**config.mk**
```make
export PLATFORM = sky130hd
export DESIGN_NAME = usb_in_resp_ctrl
export DESIGN_NICKNAME = d
export VERILOG_FILES = /design/src/rtl/usb_in_pkg.sv /design/src/rtl/usb_in_policy.sv /design/src/rtl/usb_in_done_reg.sv /design/src/rtl/usb_in_crc_inject.sv /design/src/rtl/usb_in_resp_ctrl.sv
export SDC_FILE = /design/constraint.sdc
export NUM_CORES = 1
export LEC_CHECK = 0
export ABC_AREA = 1
export ABC_CLOCK_PERIOD_IN_PS = 2570
export BUFFER_PORTS_ARGS = -buffer_cell sky130_fd_sc_hd__buf_4
export CELL_PAD_IN_SITES_DETAIL_PLACEMENT = 1
export CELL_PAD_IN_SITES_GLOBAL_PLACEMENT = 1
export CORE_MARGIN = 3
export CORE_UTILIZATION = 37
export CTS_BUF_LIST = sky130_fd_sc_hd__clkbuf_8 sky130_fd_sc_hd__clkbuf_16
export CTS_CLUSTER_SIZE = 20
export DETAILED_ROUTE_END_ITERATION = 8
export PLACE_DENSITY_LB_ADDON = 0.08
export SETUP_SLACK_MARGIN = 0.02
export SKIP_CTS_REPAIR_TIMING = 1
export SYNTH_ARGS = -nofsm -noshare
export SYNTH_HDL_FRONTEND = slang
export SYNTH_SLANG_ARGS = --single-unit
```
**constraint.sdc**
```tcl
create_clock -name clk -period 2.57 [get_ports clk]
set_input_delay 0.514 -clock clk [delete_from_list [all_inputs] [get_ports clk]]
set_output_delay 0.514 -clock clk [all_outputs]
set_load 0.1 [all_outputs]
```
**src/rtl/usb_in_pkg.sv**
```systemverilog
package usb_in_pkg;

    typedef enum logic [1:0] {
        RSP_NAK  = 2'b00,
        RSP_DATA = 2'b01,
        RSP_ZLP  = 2'b10
    } rsp_code_e;

endpackage

```
**src/rtl/usb_in_policy.sv**
```systemverilog
module usb_in_policy
    import usb_in_pkg::*;
#(
    parameter int CNT_W = 11
) (
    input  logic [CNT_W-1:0] fifo_count,
    input  logic [CNT_W-1:0] max_pkt,
    input  logic             done_q,
    output rsp_code_e        code,
    output logic [CNT_W-1:0] len,
    output logic             ends_xfer
);

    logic have_full;
    logic fifo_empty;

    always_comb begin
        have_full  = (fifo_count >= max_pkt);
        fifo_empty = (fifo_count == '0);
        code       = RSP_NAK;
        len        = '0;
        ends_xfer  = 1'b0;
        if (done_q) begin
            // software still loading: full packets only
            if (have_full) begin
                code = RSP_DATA;
                len  = max_pkt;
            end
        end else if (have_full) begin
            code = RSP_DATA;
            len  = max_pkt;
        end else if (!fifo_empty) begin
            code      = RSP_DATA;
            len       = fifo_count;
            ends_xfer = 1'b1;
        end else begin
            code      = RSP_ZLP;
            ends_xfer = 1'b1;
        end
    end

endmodule

```
**src/rtl/usb_in_done_reg.sv**
```systemverilog
module usb_in_done_reg (
    input  logic clk,
    input  logic rst_n,
    input  logic sw_wr,
    input  logic sw_wdata,
    input  logic hw_set,
    output logic done_q
);

    logic done_d;

    always_comb begin
        done_d = done_q;
        if (sw_wr) begin
            done_d = sw_wdata;
        end
        if (hw_set) begin
            done_d = 1'b1;
        end
    end

    always_ff @(posedge clk or negedge rst_n) begin
        if (!rst_n) begin
            done_q <= 1'b1;
        end else begin
            done_q <= done_d;
        end
    end

endmodule

```
**src/rtl/usb_in_crc_inject.sv**
```systemverilog
module usb_in_crc_inject (
    input  logic clk,
    input  logic rst_n,
    input  logic debug_en,
    input  logic req_wr,
    input  logic consume,
    output logic armed_q,
    output logic corrupt
);

    logic armed_d;

    always_comb begin
        corrupt = consume && armed_q && debug_en;
        armed_d = armed_q;
        if (!debug_en) begin
            armed_d = 1'b0;
        end else if (req_wr) begin
            armed_d = 1'b1;
        end else if (consume) begin
            armed_d = 1'b0;
        end
    end

    always_ff @(posedge clk or negedge rst_n) begin
        if (!rst_n) begin
            armed_q <= 1'b0;
        end else begin
            armed_q <= armed_d;
        end
    end

endmodule

```
**src/rtl/usb_in_resp_ctrl.sv**
```systemverilog
module usb_in_resp_ctrl
    import usb_in_pkg::*;
#(
    parameter int CNT_W = 11
) (
    input  logic             clk,
    input  logic             rst_n,
    input  logic [CNT_W-1:0] fifo_count,
    input  logic [CNT_W-1:0] max_pkt,
    input  logic             token_vld,
    input  logic             sw_done_wr,
    input  logic             sw_done_wdata,
    input  logic             debug_en,
    input  logic             crc_req_wr,
    output logic             done_flag,
    output logic             crc_req_rdata,
    output logic             rsp_valid,
    output logic [1:0]       rsp_code,
    output logic [CNT_W-1:0] rsp_len,
    output logic             rsp_crc_bad,
    output logic             eot_pulse
);

    typedef struct packed {
        logic             vld;
        rsp_code_e        code;
        logic [CNT_W-1:0] len;
        logic             crc_bad;
        logic             eot;
    } rsp_state_t;

    rsp_state_t       st_d, st_q;
    rsp_code_e        pol_code;
    logic [CNT_W-1:0] pol_len;
    logic             pol_ends;
    logic             done_q;
    logic             eot_evt;
    logic             data_nz;
    logic             crc_armed;
    logic             crc_corrupt;

    usb_in_policy #(.CNT_W(CNT_W)) u_policy (
        .fifo_count (fifo_count),
        .max_pkt    (max_pkt),
        .done_q     (done_q),
        .code       (pol_code),
        .len        (pol_len),
        .ends_xfer  (pol_ends)
    );

    usb_in_done_reg u_done (
        .clk      (clk),
        .rst_n    (rst_n),
        .sw_wr    (sw_done_wr),
        .sw_wdata (sw_done_wdata),
        .hw_set   (eot_evt),
        .done_q   (done_q)
    );

    usb_in_crc_inject u_crc (
        .clk      (clk),
        .rst_n    (rst_n),
        .debug_en (debug_en),
        .req_wr   (crc_req_wr),
        .consume  (data_nz),
        .armed_q  (crc_armed),
        .corrupt  (crc_corrupt)
    );

    always_comb begin
        eot_evt    = token_vld && pol_ends;
        data_nz    = token_vld && (pol_code == RSP_DATA) && (pol_len != '0);
        st_d       = '0;
        st_d.vld   = token_vld;
        st_d.code  = token_vld ? pol_code : RSP_NAK;
        st_d.len   = token_vld ? pol_len : '0;
        st_d.crc_bad = crc_corrupt;
        st_d.eot   = eot_evt;
    end

    always_ff @(posedge clk or negedge rst_n) begin
        if (!rst_n) begin
            st_q <= '0;
        end else begin
            st_q <= st_d;
        end
    end

    assign done_flag     = done_q;
    assign crc_req_rdata = 1'b0;
    assign rsp_valid     = st_q.vld;
    assign rsp_code      = st_q.code;
    assign rsp_len       = st_q.len;
    assign rsp_crc_bad   = st_q.crc_bad;
    assign eot_pulse     = st_q.eot;

endmodule

```
* Word level (Yosys, flattened, before mapping)
Index checks and enable logic that the tools add are counted.
** Storage, ports and cells
- Register bits :: 18
- Bits of input ports :: 29
- Output and inout bits :: 18
- Logic and storage cells :: 35
** Cells by class
- Magnitude comparators :: 1
- Equal/unequal tests :: 2
- Multiplexer cells :: 17
- Reduce and logical (&&, ||, !) cells :: 8
** Operators with widths (count)
- 11-bit 2-to-1 mux :: 5
- 11-bit >= comparator :: 1
- 11-bit logical NOT :: 1
- 11-bit nonzero test :: 1
- 1-bit 2-to-1 mux :: 8
- 2-bit 2-to-1 mux :: 4
- 1-bit logical AND :: 5
- 3-bit by 1-bit inequality test with 1-bit output (second input constant) :: 1
- 2-bit by 1-bit equality test with 1-bit output (second input constant) :: 1
- 2-bit nonzero test :: 1

* Depth between registers and ports, before layout
- Word-level depth :: 10
- Mapped depth :: 19
- Mapped depth without buffers :: 18

* Hierarchy
Synthesis repeated with hierarchy kept, for this count alone.
** Unflattened totals
- Cell total of the unflattened synthesis :: 189
- Area, all modules :: 1267.5 µm²
** Modules (own cells, without submodules)
- usb_in_policy :: instances 1, cells each 119, area an instance 600.6 µm², seq. area each 0.0 µm²
- usb_in_resp_ctrl :: instances 1, cells each 57, area an instance 564.3 µm², seq. area each 400.4 µm²
- usb_in_done_reg :: instances 1, cells each 6, area an instance 53.8 µm², seq. area each 26.3 µm²
- usb_in_crc_inject :: instances 1, cells each 7, area an instance 48.8 µm², seq. area each 25.0 µm²

* Worst setup path before layout
No wires, ideal clock.
- Path type :: input to register
- Start point :: input max_pkt[10]
- End point :: register u_crc.armed_q
- Data arrival time :: 1.970 ns
- Data required time :: 2.453 ns
- Setup slack :: 0.483 ns
- Stages :: 17
- Buffers on the path :: 1
- Cells stage by stage :: inv_1 -> ha_1 -> nand2_2 -> inv_4 -> a21oi_4 -> nand2_4 -> nor2_8 -> buf_12 -> nand3_2 -> o21ai_2 -> inv_2 -> nand2_1 -> nor2_1 -> nand2_1 -> nand2_1 -> nand3_1 -> nand2_1
** On the way
- Word-level cells in the longest chain between the ends :: 7
- Elaborated cells between the ends (all ways) :: 12
- Those cells by class :: 1 x order compare; 2 x eq/ne; 6 x mux; 3 x reduce/logical
** RTL lines
- from (decl) :: RTL line usb_in_resp_ctrl.sv:9 : input logic [CNT_W-1:0] max_pkt,
- 11-bit >= comparator :: RTL line usb_in_policy.sv:18 : have_full = (fifo_count >= max_pkt);
- 2-bit 2-to-1 mux or 1-bit 2-to-1 mux (tied branches) :: RTL line usb_in_policy.sv:29, usb_in_policy.sv:25
- 2-bit 2-to-1 mux :: RTL line usb_in_policy.sv:23 : if (done_q) begin
- 2-bit by 1-bit equality test with 1-bit output :: RTL line usb_in_resp_ctrl.sv:72 : data_nz = token_vld && (pol_code == RSP_DATA) && (pol_len != '0);
- 1-bit logical AND :: RTL line usb_in_resp_ctrl.sv:72
- 1-bit logical AND (*) :: RTL line usb_in_resp_ctrl.sv:72
- 3-bit by 1-bit inequality test with 1-bit output (no source line) (*)
- to (signal assigned) :: RTL line usb_in_crc_inject.sv:29 : armed_q <= armed_d;
- to (decl) :: RTL line usb_in_crc_inject.sv:7 : output logic armed_q,
Mark *: on every way between the ends. The rest lies on a longest branch, timed or not.
A chain may end at the register's enable or synchronous reset.

* Final worst setup path
- Start point :: input fifo_count[10]
- End point :: register u_crc.armed_q
** On the way
- Word-level cells in the longest chain between the ends :: 8
- Elaborated cells between the ends (all ways) :: 15
- Those cells by class :: 1 x order compare; 2 x eq/ne; 8 x mux; 4 x reduce/logical
** RTL lines
- from (decl) :: RTL line usb_in_resp_ctrl.sv:8 : input logic [CNT_W-1:0] fifo_count,
- parallel branches: the longest is 6 deep, another holds 11-bit >= comparator
- 1-bit logical AND (*) :: RTL line usb_in_resp_ctrl.sv:72
- 3-bit by 1-bit inequality test with 1-bit output (no source line) (*)
Mark *: on every way between the ends.

==> metrics <==
outcome finished, final reports clean; DRT Pass-1 Iters 4; DP HPWL 2941 µm; final hold vios 0; yosys warns 0; wirelength, routed about 3400 µm; total track usage a little under a fifth; Worst setup SP type input pin; #FFs+latches synth 18; TritonCTS Buffers 3; worst path cell trace buf_4 > ha_1 > nand2_2 > inv_4 > a21oi_4 > nand4_2 > nand2_1 > nand2_1 > nor2_1 > nand2_1 > nor2_1 > nand2_1 > nand2_1 > nand3_1 > nand2_1; IO buf count 45; Bufs and invs on worst path 2; GR met2 Demand/Resource 33.12%; initial antenna violation count 0; FP Rows 20; Worst Path Arrival 2.38 ns; Die X roughly 66 µm; final design utilization 54.65%; 1st-iter DRT viols 32; diode count 0; post-synthesis sequential area ratio between 30% and 40%; Initial Util around two fifths; XOR/XNOR Fraction of Synth Area 0%; Netlist cell types 29; Wirelength per Cell approximately 13 µm; Worst-path clk slew ~0.060 ns; Num Clock Sinks 18; dominant cells by area after synthesis dfrtp_1, nand2_1, ha_1; syn_nets 208; core area approximately 3200 µm²; post-synthesis mux area share 0%; most numerous cell on the critical path nand2_1; Synth top cells by count nand2_1, inv_1, nor2_1; nets@finish between 200 and 300; GRT overflow 0; Tot Pwr around 0.001 W; CTS Buffer Depth 2; die area approximately 4300 µm²; met3 usage in global routing under 10%; Placed Cells roughly 250; adder-cell area share of the yosys netlist about a tenth; proportion of layout cells with a drive suffix above 1 about two fifths; clock latency on the worst-skew pair approximately 0.25 ns; busiest layer in global routing met2; I/O pin cnt between 40 and 50; M1 GR Usage about a fifth; post-route ant nets 0; slowest stage delay, CP between 0.3 and 0.4 ns; Setup TNS Final 0 ns; Max Cap Viol 0; vias in the first global route ~1300; fin crit share 84.85%; CTS tree done; chip height 65.53 µm; vias post-DR 1212; CP endpoint kind flip-flop; Post-Syn Area 1311 µm²; final number of setup-violating endpoints 0; H-tree Lvls 1; most common cell in the netlist nand2_1; DRC viols 0; worst hold margin between 0.1 and 0.15 ns; Layout Area Growth over Synthesis 33.49%; first-pass GRT wire length 5961 µm; EDFF count, synth 0; fin crit period about 2.2 ns; post-synthesis compound-gate area fraction 8.015%; CP max FO 8; CP Class input pin to flip-flop; final slew viol count 0; Worst Hold Class input pin to async pin; slowest CP cell ha_1; Max Clk Rate roughly 460 MHz; Cell Count, Final, Fillers Out roughly 260; largest family of logic cells by synthesized area simple AND/OR/NAND/NOR gates; via/cell ratio ~4.6; CP required 2.77 ns; mean post-synth cell area roughly 7.8 µm²; Cells after Synth around 170; largest net degree at the start of global routing 19; Worst Skew between 0.005 and 0.006 ns; RSZ-0062 raised after global routing no; pwr dens about 560 nW/µm²; top-area cell type share of the netlist area 32.44%; clk root buf clkbuf_8; LEAKAGE around 1 nW; Synth area leader dfrtp_1; GP Congestion approximately 0.84; post-synthesis simple-gate area fraction 35.50%; Main synth FF type dfrtp_1; Peak VDD IR 196.8 µV; post-synthesis async set-or-reset flop share 100.0%; Top delay family on crit path simple AND/OR/NAND/NOR gates
-- state kept, by name (all words and copies together), names as in the netlist --
signal,count
rsp_valid,1
u_done.done_q,1
rsp_crc_bad,1
rsp_len,11
u_crc.armed_q,1
rsp_code,2
eot_pulse,1
-- routing by layer --
| layer | part of all wire, % | routed length (µm) |
|---|---|---|
| met1 | 40 | 1382 |
| met2 | 54 | 1844 |
| met3 | 4.6 | 157 |
| met4 | 1.4 | 49 |
| met5 | 0 | 0 |
-- cell families after synthesis --
logic type,count (synthesis)
buffers and inverters,33
flip-flops,18
other,1
AND/OR/NAND/NOR,89
adder cells (fa/ha/maj),11
AO/OA/AOI/OAI,16
-- placed cells by master (no fill, tap or decap), drive strengths merged --
master	n
buf	50
nand2	49
inv	30
nor2	23
dfrtp	17
nand3	12
ha	11
a21oi	11
o21ai	4
clkbuf	3
nor3	2
nand3b	1
nand4	1
or2	1
o31ai	1
conb	1
dfstp	1
-- final timing paths --
kind | to | startpoint | slack (ns) | cells after the start
max | u_crc.armed_q$_DFFE_PN0P_ | fifo_count[10] | 0.39 | 15
min | rsp_len[8]$_DFF_PN0_ | rst_n | 0.11 | 1
max reg2reg | u_crc.armed_q$_DFFE_PN0P_ | u_done.done_q$_DFFE_PN1P_ | 0.89 | 12
min reg2reg | u_crc.armed_q$_DFFE_PN0P_ | u_crc.armed_q$_DFFE_PN0P_ | 0.52 | 2
max in group asynchronous | u_done.done_q$_DFFE_PN1P_ | rst_n | 2.20 | 1
min in group clk | rsp_valid$_DFF_PN0_ | token_vld | 0.38 | 1
-- cell type report --
| cell class | count | area, µm² |
|---|---|---|
| sequential | 18 | 451.7 |
| inverter | 29 | 111.4 |
| timing repair buffer | 50 | 375.4 |
| clock buffer | 3 | 41.29 |
| clock inverter | 1 | 3.754 |
| multi-input combinational | 117 | 711.9 |
| tap | 44 | 55.05 |
| fill | 428 | 1453 |
-- stage by stage --
step / setup WS, ns / instance area, µm²
6_report: 0.3893 / 1750
3_3_place_gp: 0.1538 / 1668
3_5_place_dp: 0.02925 / 1668
5_1_grt: 0.1644 / 1750
4_1_cts: 0.2874 / 1713
2_1_floorplan: 0.4831 / 1311
-- where the power goes --
part / total (W) / internal, W / switching (W)
registers: 0.000316 / 0.000309 / 0.00000689
clock network: 0.000192 / 0.000106 / 0.0000865
logic: 0.000472 / 0.000133 / 0.000339
total: 0.000980 / 0.000548 / 0.000433
No activity file was read; power rests on OpenSTA's default activity.
